==> config.mk <==
export PLATFORM = sky130hd
export DESIGN_NAME = fpm_dram_seq
export DESIGN_NICKNAME = d
export VERILOG_FILES = /design/src/rtl/fpm_pkg.sv /design/src/rtl/fpm_delay.sv /design/src/rtl/fpm_page_track.sv /design/src/rtl/fpm_lane_io.sv /design/src/rtl/fpm_dram_seq.sv
export SDC_FILE = /design/constraint.sdc
export NUM_CORES = 1
export LEC_CHECK = 0
export ABC_AREA = 0
export BUFFER_PORTS_ARGS = -buffer_cell sky130_fd_sc_hd__buf_2
export CAP_MARGIN = 20
export CORE_ASPECT_RATIO = 1.4
export CORE_MARGIN = 2
export CORE_UTILIZATION = 49
export DETAILED_ROUTE_END_ITERATION = 10
export PLACE_DENSITY = 0.76
export REMOVE_ABC_BUFFERS = 1
export SETUP_SLACK_MARGIN = 0.5
export SYNTH_ARGS = -nofsm -noshare
export SYNTH_HDL_FRONTEND = slang
export SYNTH_HIERARCHICAL = 1
export SYNTH_SLANG_ARGS = --single-unit
==> constraint.sdc <==
create_clock -name clk -period 2.4 [get_ports clk]
set_input_delay 0.12 -clock clk [delete_from_list [all_inputs] [get_ports clk]]
set_output_delay 0.12 -clock clk [all_outputs]
set_load 0.1 [all_outputs]
==> src/rtl/fpm_pkg.sv <==
package fpm_pkg;

    localparam int ADDR_W = 18;
    localparam int ROW_W  = 9;
    localparam int COL_W  = 9;
    localparam int DATA_W = 16;
    localparam int LANE_W = 8;
    localparam int LANES  = DATA_W / LANE_W;

    typedef enum logic [2:0] {
        S_IDLE,   // row closed and precharged
        S_ROW,    // row strobe low, waiting row-to-column delay
        S_CSET,   // column address and write setup, strobes high
        S_COL,    // column strobe(s) low
        S_DATA,   // column precharge, row still open
        S_OPEN,   // row open, waiting for next request
        S_PRE     // row strobe high, precharge
    } seq_state_e;

    typedef struct packed {
        logic              write;
        logic [ROW_W-1:0]  row;
        logic [COL_W-1:0]  col;
        logic [LANES-1:0]  be;
        logic [DATA_W-1:0] wdata;
    } acc_req_t;

    function automatic logic [ROW_W-1:0] row_of(input logic [ADDR_W-1:0] a);
        return a[ADDR_W-1 -: ROW_W];
    endfunction

    function automatic logic [COL_W-1:0] col_of(input logic [ADDR_W-1:0] a);
        return a[COL_W-1:0];
    endfunction

    function automatic logic row_active(input seq_state_e s);
        return (s == S_ROW) || (s == S_CSET) || (s == S_COL) ||
               (s == S_DATA) || (s == S_OPEN);
    endfunction

endpackage

==> src/rtl/fpm_delay.sv <==
module fpm_delay #(
    parameter int W = 8
) (
    input  logic         clk,
    input  logic         rst,
    input  logic         load,
    input  logic [W-1:0] load_val,
    output logic         done
);
    logic [W-1:0] cnt_q;

    always_ff @(posedge clk) begin
        if (rst)
            cnt_q <= '0;
        else if (load)
            cnt_q <= load_val;
        else if (cnt_q != '0)
            cnt_q <= cnt_q - 1'b1;
    end

    assign done = (cnt_q == '0);

endmodule

==> src/rtl/fpm_page_track.sv <==
module fpm_page_track
    import fpm_pkg::*;
#(
    parameter int T_RAS_MIN = 13,
    parameter int T_RAS_MAX = 25000,
    parameter int T_CAS     = 4,
    parameter int T_CP      = 2
) (
    input  logic             clk,
    input  logic             rst,
    input  logic             ras_low,
    input  logic             open_load,
    input  logic [ROW_W-1:0] row_in,
    output logic [ROW_W-1:0] open_row,
    output logic             expired,
    output logic             min_met
);
    localparam int RUN_W = $clog2(T_RAS_MAX + 1);
    // last cycle in which a hit may still start without overrunning the limit
    localparam int LIMIT = T_RAS_MAX - T_CAS - T_CP - 2;
    localparam logic [RUN_W-1:0] LIMIT_V = RUN_W'(LIMIT);
    localparam logic [RUN_W-1:0] MIN_V   = RUN_W'(T_RAS_MIN);
    localparam logic [RUN_W-1:0] MINM1_V = RUN_W'(T_RAS_MIN - 1);
    localparam logic [RUN_W-1:0] MAX_V   = RUN_W'(T_RAS_MAX);

    logic [RUN_W-1:0] run_q;     // consecutive low cycles before this one
    logic [ROW_W-1:0] row_q;

    always_ff @(posedge clk) begin
        if (rst) begin
            run_q <= '0;
            row_q <= '0;
        end else begin
            run_q <= ras_low ? run_q + 1'b1 : '0;
            if (open_load)
                row_q <= row_in;
        end
    end

    assign open_row = row_q;
    assign expired  = (run_q >= LIMIT_V);
    assign min_met  = (run_q >= MINM1_V);

    a_r9_open_max: assert property (@(posedge clk) disable iff (rst)
        ras_low |-> (run_q < MAX_V));

    a_r8_open_min: assert property (@(posedge clk) disable iff (rst)
        (!ras_low && run_q != '0) |-> (run_q >= MIN_V));

endmodule

==> src/rtl/fpm_lane_io.sv <==
module fpm_lane_io
    import fpm_pkg::*;
(
    input  logic              clk,
    input  logic              rst,
    input  logic              drive,
    input  logic              capture,
    input  logic              is_write,
    input  logic [LANES-1:0]  be,
    input  logic [DATA_W-1:0] wdata,
    input  logic [DATA_W-1:0] dq_i,
    output logic [DATA_W-1:0] dq_o,
    output logic              dq_oe,
    output logic [DATA_W-1:0] rdata
);
    logic [DATA_W-1:0] masked;
    logic [DATA_W-1:0] rdata_q;

    for (genvar i = 0; i < LANES; i++) begin : g_lane
        assign masked[i*LANE_W +: LANE_W] =
            (be[i] && !is_write) ? dq_i[i*LANE_W +: LANE_W] : '0;
    end

    always_ff @(posedge clk) begin
        if (rst)
            rdata_q <= '0;
        else if (capture)
            rdata_q <= masked;
    end

    assign dq_o  = drive ? wdata : '0;
    assign dq_oe = drive;
    assign rdata = rdata_q;

endmodule

==> src/rtl/fpm_dram_seq.sv <==
module fpm_dram_seq
    import fpm_pkg::*;
#(
    parameter int T_RCD     = 5,
    parameter int T_CAS     = 4,
    parameter int T_CP      = 2,
    parameter int T_RP      = 8,
    parameter int T_RAS_MIN = 13,
    parameter int T_RAS_MAX = 25000,
    parameter int TIMER_W   = 8
) (
    input  logic              clk,
    input  logic              rst,
    input  logic              req_valid,
    output logic              req_ready,
    input  logic              req_write,
    input  logic [ADDR_W-1:0] req_addr,
    input  logic [LANES-1:0]  req_be,
    input  logic [DATA_W-1:0] req_wdata,
    output logic              rsp_valid,
    output logic [DATA_W-1:0] rsp_rdata,
    input  logic              refresh_req,
    output logic              refresh_grant,
    output logic [ROW_W-1:0]  dram_addr,
    output logic              dram_ras_n,
    output logic              dram_lcas_n,
    output logic              dram_ucas_n,
    output logic              dram_we_n,
    output logic              dram_oe_n,
    output logic [DATA_W-1:0] dram_dq_o,
    output logic              dram_dq_oe,
    input  logic [DATA_W-1:0] dram_dq_i
);
    localparam logic [TIMER_W-1:0] L_RCD = TIMER_W'(T_RCD - 1);
    localparam logic [TIMER_W-1:0] L_CAS = TIMER_W'(T_CAS - 1);
    localparam logic [TIMER_W-1:0] L_CP  = TIMER_W'(T_CP - 1);
    localparam logic [TIMER_W-1:0] L_RP  = TIMER_W'(T_RP - 1);

    seq_state_e state_q, state_d;
    acc_req_t   cur_q;
    logic       rsp_q;

    logic             t_done, t_load;
    logic [TIMER_W-1:0] t_val;
    logic [ROW_W-1:0] open_row;
    logic             expired, min_met, hit, req_fire;
    logic [LANES-1:0] cas_n;
    logic             cas_all_n, col_end;

    // ---------------- request acceptance ----------------
    assign hit       = (row_of(req_addr) == open_row);
    assign req_ready = !refresh_req &&
                       ((state_q == S_IDLE) ||
                        (state_q == S_OPEN && hit && !expired));
    assign req_fire  = req_valid && req_ready;
    assign col_end   = (state_q == S_COL) && t_done;

    always_ff @(posedge clk) begin
        if (rst)
            cur_q <= '0;
        else if (req_fire) begin
            cur_q.write <= req_write;
            cur_q.row   <= row_of(req_addr);
            cur_q.col   <= col_of(req_addr);
            cur_q.be    <= req_be;
            cur_q.wdata <= req_wdata;
        end
    end

    // ---------------- sequencing ----------------
    always_comb begin
        state_d = state_q;
        unique case (state_q)
            S_IDLE: if (req_fire) state_d = S_ROW;
            S_ROW:  if (t_done) state_d = S_CSET;
            S_CSET: state_d = S_COL;
            S_COL:  if (t_done) state_d = S_DATA;
            S_DATA: if (t_done) state_d = S_OPEN;
            S_OPEN: begin
                if ((refresh_req || expired || (req_valid && !hit)) && min_met)
                    state_d = S_PRE;
                else if (req_fire)
                    state_d = S_CSET;
            end
            S_PRE:  if (t_done) state_d = S_IDLE;
            default: state_d = S_IDLE;
        endcase
    end

    always_comb begin
        unique case (state_d)
            S_ROW:   t_val = L_RCD;
            S_COL:   t_val = L_CAS;
            S_DATA:  t_val = L_CP;
            S_PRE:   t_val = L_RP;
            default: t_val = '0;
        endcase
    end

    assign t_load = (state_d != state_q);

    always_ff @(posedge clk) begin
        if (rst) begin
            state_q <= S_IDLE;
            rsp_q   <= 1'b0;
        end else begin
            state_q <= state_d;
            rsp_q   <= col_end;
        end
    end

    fpm_delay #(.W(TIMER_W)) u_delay (
        .clk      (clk),
        .rst      (rst),
        .load     (t_load),
        .load_val (t_val),
        .done     (t_done)
    );

    fpm_page_track #(
        .T_RAS_MIN (T_RAS_MIN),
        .T_RAS_MAX (T_RAS_MAX),
        .T_CAS     (T_CAS),
        .T_CP      (T_CP)
    ) u_track (
        .clk       (clk),
        .rst       (rst),
        .ras_low   (row_active(state_q)),
        .open_load ((state_q == S_IDLE) && req_fire),
        .row_in    (row_of(req_addr)),
        .open_row  (open_row),
        .expired   (expired),
        .min_met   (min_met)
    );

    fpm_lane_io u_lanes (
        .clk      (clk),
        .rst      (rst),
        .drive    (cur_q.write && (state_q == S_CSET || state_q == S_COL)),
        .capture  (col_end),
        .is_write (cur_q.write),
        .be       (cur_q.be),
        .wdata    (cur_q.wdata),
        .dq_i     (dram_dq_i),
        .dq_o     (dram_dq_o),
        .dq_oe    (dram_dq_oe),
        .rdata    (rsp_rdata)
    );

    // ---------------- memory-side pins ----------------
    for (genvar i = 0; i < LANES; i++) begin : g_cas
        assign cas_n[i] = !((state_q == S_COL) && cur_q.be[i]);
    end

    assign cas_all_n     = &cas_n;
    assign dram_lcas_n   = cas_n[0];
    assign dram_ucas_n   = cas_n[LANES-1];
    assign dram_ras_n    = !row_active(state_q);
    assign dram_addr     = (state_q == S_ROW) ? cur_q.row : cur_q.col;
    assign dram_we_n     = !(cur_q.write && (state_q == S_CSET || state_q == S_COL));
    assign dram_oe_n     = !(!cur_q.write && state_q == S_COL);
    assign rsp_valid     = rsp_q;
    assign refresh_grant = (state_q == S_IDLE) && refresh_req;

    // ---------------- assertions ----------------
    a_r4_cas_needs_ras: assert property (@(posedge clk) disable iff (rst)
        !cas_all_n |-> !dram_ras_n);

    a_r5_we_before_cas: assert property (@(posedge clk) disable iff (rst)
        ($fell(cas_all_n) && !dram_we_n) |-> $past(!dram_we_n));

    a_r5_write_drives: assert property (@(posedge clk) disable iff (rst)
        !dram_we_n |-> dram_dq_oe);

    a_r6_no_contention: assert property (@(posedge clk) disable iff (rst)
        !dram_oe_n |-> !dram_dq_oe);

    a_r6_rsp_pulse: assert property (@(posedge clk) disable iff (rst)
        rsp_valid |=> !rsp_valid);

    a_r10_grant_quiet: assert property (@(posedge clk) disable iff (rst)
        refresh_grant |-> (dram_ras_n && cas_all_n && dram_we_n));

    a_r11_one_access: assert property (@(posedge clk) disable iff (rst)
        req_ready |-> cas_all_n);

endmodule

# After elaboration in Yosys (flattened, before gate mapping)
# Cells that the tools add are included.
# word_totals
reg_bits,89
latchBits,0
ram_bits,0
romBits,0
input_bits,57
output_inout_bits,50
word_cells,80
mem_count,0
# classes
add_sub_neg,2
multipliers,0
div,0
order_cmp,2
n_eq_ne,12
shift,0
muxes,15
bitwise_logic,1
reduce_logical,37
# op_table
operator,n
$mux 8,4
$mux 3,7
$pmux 3 s7,1
$mux 16,1
$add 15x1->15 const B,1
$eq 3x3->1 const B,5
$ge 15x15->1 const B,1
$ge 15x4->1 const B,1
$logic_and 1x1->1,15
$pmux 3 s4,1
$eq 3x2->1 const B,3
$eq 9x9->1,1
$logic_not 1->1,9
$mux 9,1
$logic_not 8->1,1
$logic_or 1x1->1,8
$reduce_bool 8->1,1
$sub 8x1->8 const B,1
$eq 3x1->1 const B,2
$logic_not 3->1,1
$ne 3x3->1,1
$reduce_bool 2->1,1
$reduce_or 2->1,1
$not 1->1,1

# Depth between registers and ports, before layout
# depth
depth_word,12
depth_mapped,12
ltp_nobuf,10

# Modules after synthesis
# Netlist, hierarchy kept.
# modules_own_cells
module,n_inst,cells_per_inst,area_per_inst_um2,seq_area_each_um2
fpm_dram_seq,1,252,2341.0,820.8
fpm_page_track,1,116,1068.5,480.5
fpm_lane_io,1,90,805.8,320.3
fpm_delay,1,53,475.5,160.2

# Worst setup path after synthesis
# Ideal clock, no wire load.
# synth_timing
kind,flip-flop to output port
start,register u_track.run_q[11]
end,output req_ready
arrival_ps,3496
t_required_ps,2280
setup_slack_ps,-1216
path_stages_with_launch,7
path_buffers,0
cell_sequence,dfxtp_1 -> nor4_1 -> a21oi_1 -> nor4_2 -> nand3_2 -> o21ba_2 -> nor3_1
# synth_via
elab_chain_cells,5
# synth_lines
element,line_no,text
from (decl),fpm_page_track.sv:26,logic [RUN_W-1:0] run_q;
from (signal assigned),fpm_page_track.sv:34,run_q <= ras_low ? run_q + 1'b1 : '0;
$ge 15x15->1,fpm_page_track.sv:41,assign expired = (run_q >= LIMIT_V);
via expired,fpm_dram_seq.sv:46,"logic expired, min_met, hit, req_fire;"
$logic_not 1->1,fpm_dram_seq.sv:54,(state_q == S_OPEN && hit && !expired));
$logic_and 1x1->1,fpm_dram_seq.sv:54,
$logic_or 1x1->1,fpm_dram_seq.sv:53,((state_q == S_IDLE) ||
$logic_and 1x1->1,fpm_dram_seq.sv:52,assign req_ready = !refresh_req &&
to (decl),fpm_dram_seq.sv:15,"output logic req_ready,"
# The timed path passes the listed nets, and every way through them passes these cells.

# Worst setup path in the final report
# layout_timing
start,register u_track.run_q[9]
end,register cur_q[31] (netlist name)
# layout_via
elab_chain_cells,6
# layout_lines
element,line_no,text
$ge 15x15->1,fpm_page_track.sv:41,
via expired,fpm_dram_seq.sv:46,
$logic_not 1->1,fpm_dram_seq.sv:54,
$logic_and 1x1->1,fpm_dram_seq.sv:54,
$logic_or 1x1->1,fpm_dram_seq.sv:53,
$logic_and 1x1->1,fpm_dram_seq.sv:52,
$logic_and 1x1->1,fpm_dram_seq.sv:55,assign req_fire = req_valid && req_ready;
to (decl),fpm_dram_seq.sv:40,acc_req_t cur_q;
# The timed path passes the listed nets, and every way through them passes these cells.
# A chain may end at the register's enable or synchronous reset.

==> reports/metrics.yaml <==
synthesis:
  synthAdderAreaFrac_pct: 0.800
  synth-edff-count: 0
  synthMuxAreaShare_pct: 13.0
  synthSimpleGateAreaFrac_pct: 30.8
  avgSynthCellArea_um2: 9.18
  synth.top_cells.by_area: "dfxtp_1, nand2b_1, mux2i_1"
  syn_area_mm2: 0.00469
  synth_top_area_share_pct: 38.0
  yosysTopAreaCell: "dfxtp_1"
  synth.most_common_cell: "nand2b_1"
  synth_compound_area_share_pct: 8.48
  synth-xor-area-share_pct: 2.99
  yosys_warnings: 6
  yosysSeqAreaShare_pct: 38.0
  synth-async-reset-ratio_pct: 0
  synth_top_family_by_area: "simple AND/OR/NAND/NOR gates"
  ys_ff_latch: 89
  ys_types: 58
  synth_common_cells: "nand2b_1, dfxtp_1, mux2i_1"
  ys.flop_type: "dfxtp_1"
  netlist_instances: 511
clock_tree:
  clock_latency_ns: 0.35
  cts_hold_buf: 0
  clock-sinks: 89
  cts_buffers: 9
  cts_tree: "done"
  path_clk_slew_ns: 0.07
  cts_htree_levels: 3
  clockBufferDepth: 2
  cts_root_buf: "clkbuf_16"
timing:
  fin_ws_ns: 0.00237
  rsz0062_at_grt: "yes"
  hold_viol_final: 0
  fin_hold_ws_ns: 0.0215
  maxSlewHeadroom_pct: 61.0
  tns_ns: 0
  fin_skew_ns: 0.0119
  period_minus_slack_ns: 2.40
  setup_viol: 0
  tightest_slew_ns: 0.586
  fmax_mhz: 417
  drv_slew: 0
  finalCritPeriodShare_pct: 99.9
critical_path:
  arrival_ns: 2.63
  crit_type: "reg -> reg"
  worstSetupEndpointType: "flop"
  worst_setup_path_start_kind: "flop"
  path_max_fanout: 5
  r2r_setup_slack_ns: 0.002
  worstPathRequired_ns: 2.64
global_route:
  grt_antenna_before_repair: 0
  grt.total_usage_pct: 24.0
  grt_pass1_vias: 4152
  grt_max_degree: 41
  grt_pass1_wl_mm: 19.7
  overflow: 0
place:
  place.port_buffers: 106
  place_congestion: 0.835
  dp_hpwl_mm: 7.48
  dp_slack_ns: -0.172
floorplanning:
  die_w_um: 86.7
  coreArea_mm2: 0.00941
  dieArea_mm2: 0.0104
  num_rows: 42
  io_pins: 107
  start_util_pct: 49.9
  die_y_um: 120
hold_path:
  hold_path_class: "in -> reg"
pwr:
  p_leak_uw: 0.00285
  p_per_area_mw_per_mm2: 695
  ir_worst_vdd_uv: 542
finish:
  antenna_cells: 0
  drive_gt1_share_pct: 36.9
  nets: 718
  areaGrowthSynthToFinish_pct: 43.4
routing:
  drt_iter0_markers: 224
  postRouteAntennaNets: 0
  dr.pass1.iters: 4
  vias: 4369
  drc_errors: 0
  routedWlPerCell_um: 18.7
  drt_wl_total_mm: 14.4
  routed_via_density: 5.66
status:
  status: "complete, no violations"
run:
  maxCapViolCount: 0
-- what timing repair did --
action	in CTS	in global routing
gates cloned	7	3
buffers inserted	15	6
pin swaps	12	10
resized for setup	84	75
endpoints found under the setup margin	91	94
endpoints found under the hold margin	0	0
-- cell usage in the layout (no fill, tap or decap), types with 5 or more instances in the layout --
| master | synthesis | layout |
|---|---|---|
| buf_16 | 0 | 6 |
| dfxtp_1 | 89 | 84 |
| nand3_1 | 5 | 5 |
| xnor2_1 | 5 | 5 |
| inv_1 | 15 | 11 |
| buf_6 | 4 | 29 |
| clkbuf_16 | 0 | 12 |
| buf_4 | 1 | 31 |
| nor3_1 | 8 | 6 |
| mux2i_2 | 0 | 5 |
| buf_2 | 9 | 76 |
| nand4b_1 | 16 | 16 |
| a21oi_2 | 0 | 5 |
| nor2_1 | 25 | 25 |
| nor4_1 | 6 | 5 |
| xor2_1 | 11 | 11 |
| a21oi_1 | 32 | 25 |
| mux2i_1 | 51 | 45 |
| o21ai_0 | 7 | 5 |
| mux2_4 | 0 | 9 |
| nand2_1 | 25 | 24 |
| and2_1 | 19 | 18 |
| buf_12 | 3 | 16 |
| nand2b_1 | 94 | 94 |
| conb_1 | 1 | 5 |
-- worst paths after layout --
path / start / depth (start not counted) / endpoint
hold reg to reg: u_lanes/rdata[5]$_SDFFE_PP0P_ / 2 / u_lanes/rdata[5]$_SDFFE_PP0P_
setup reg to reg: u_track/run_q[9]$_SDFF_PP0_ / 11 / cur_q[31]$_SDFFE_PP0P_
hold / removal: req_wdata[5] / 3 / cur_q[5]$_SDFFE_PP0P_
setup / recovery: u_track/run_q[9]$_SDFF_PP0_ / 11 / cur_q[31]$_SDFFE_PP0P_
-- routing by layer --
| metal | up-vias | part of all wire, % | GRT usage, % |
|---|---|---|---|
| li1 | 2045 | - | - |
| met5 | - | 0 | 0 |
| met3 | 60 | 5.3 | 3.51 |
| met1 | 2062 | 37 | 27.4 |
| met4 | 0 | 4.7 | 13.7 |
| met2 | 202 | 53 | 41.9 |
-- area by class of cell --
class	count	area [um2]
multi-input cells	378	2890
fillers	644	2680
flip-flops and latches	89	1790
repair buffers	165	1540
clock buffers	10	239
well taps	110	138
inverters	15	70.1
clock inverters	5	56.3
-- critical path: stages, from the launching register on --
cell and delay [ns]:
dfxtp_2 0.33, nor4_4 0.31, a21oi_2 0.13, nor4_4 0.19, nand3_2 0.14, buf_6 0.15
buf_4 0.12, buf_6 0.11, o21ba_4 0.24, buf_12 0.15, buf_16 0.13, mux2i_1 0.28
-- report_power, final --
part / switching (uW) / leakage (uW) / internal, uW / total [uW]
logic: 805 / 0.00198 / 731 / 1540
clock network: 600 / 0.000144 / 828 / 1430
registers: 120 / 0.000726 / 1590 / 1710
total: 1520 / 0.00285 / 3150 / 4680
-- metrics by stage --
stage	power [uW]	cell area [um2]	utilization, %	cells
after floorplan	2400	4490	-	482
after global placement	2690	5440	57.8	726
after detailed placement	2740	5440	57.8	726
after CTS	4350	6310	67.1	763
after global routing	4800	6730	71.5	772
final	4680	6730	71.5	772
-- kinds of logic (layout without fill, tap and decap cells) --
group                    after synthesis  in the layout
AND/OR/NAND/NOR                      231            231
flip-flops                            89             89
AO/OA/AOI/OAI                         63             63
multiplexers                          60             60
buffers and inverters                 48            195
XOR/XNOR                              16             16
adder cells (fa/ha/maj)                3              3
other                                  1              5
-- state kept, by name, indices dropped and copies added (netlist names) --
| register | cells |
|---|---|
| cur_q | 37 |
| rsp_valid | 1 |
| state_q | 3 |
| u_delay/cnt_q | 8 |
| u_lanes/rdata | 16 |
| u_track/open_row | 9 |
| u_track/run_q | 15 |
No activity file was read; power rests on OpenSTA's default activity.
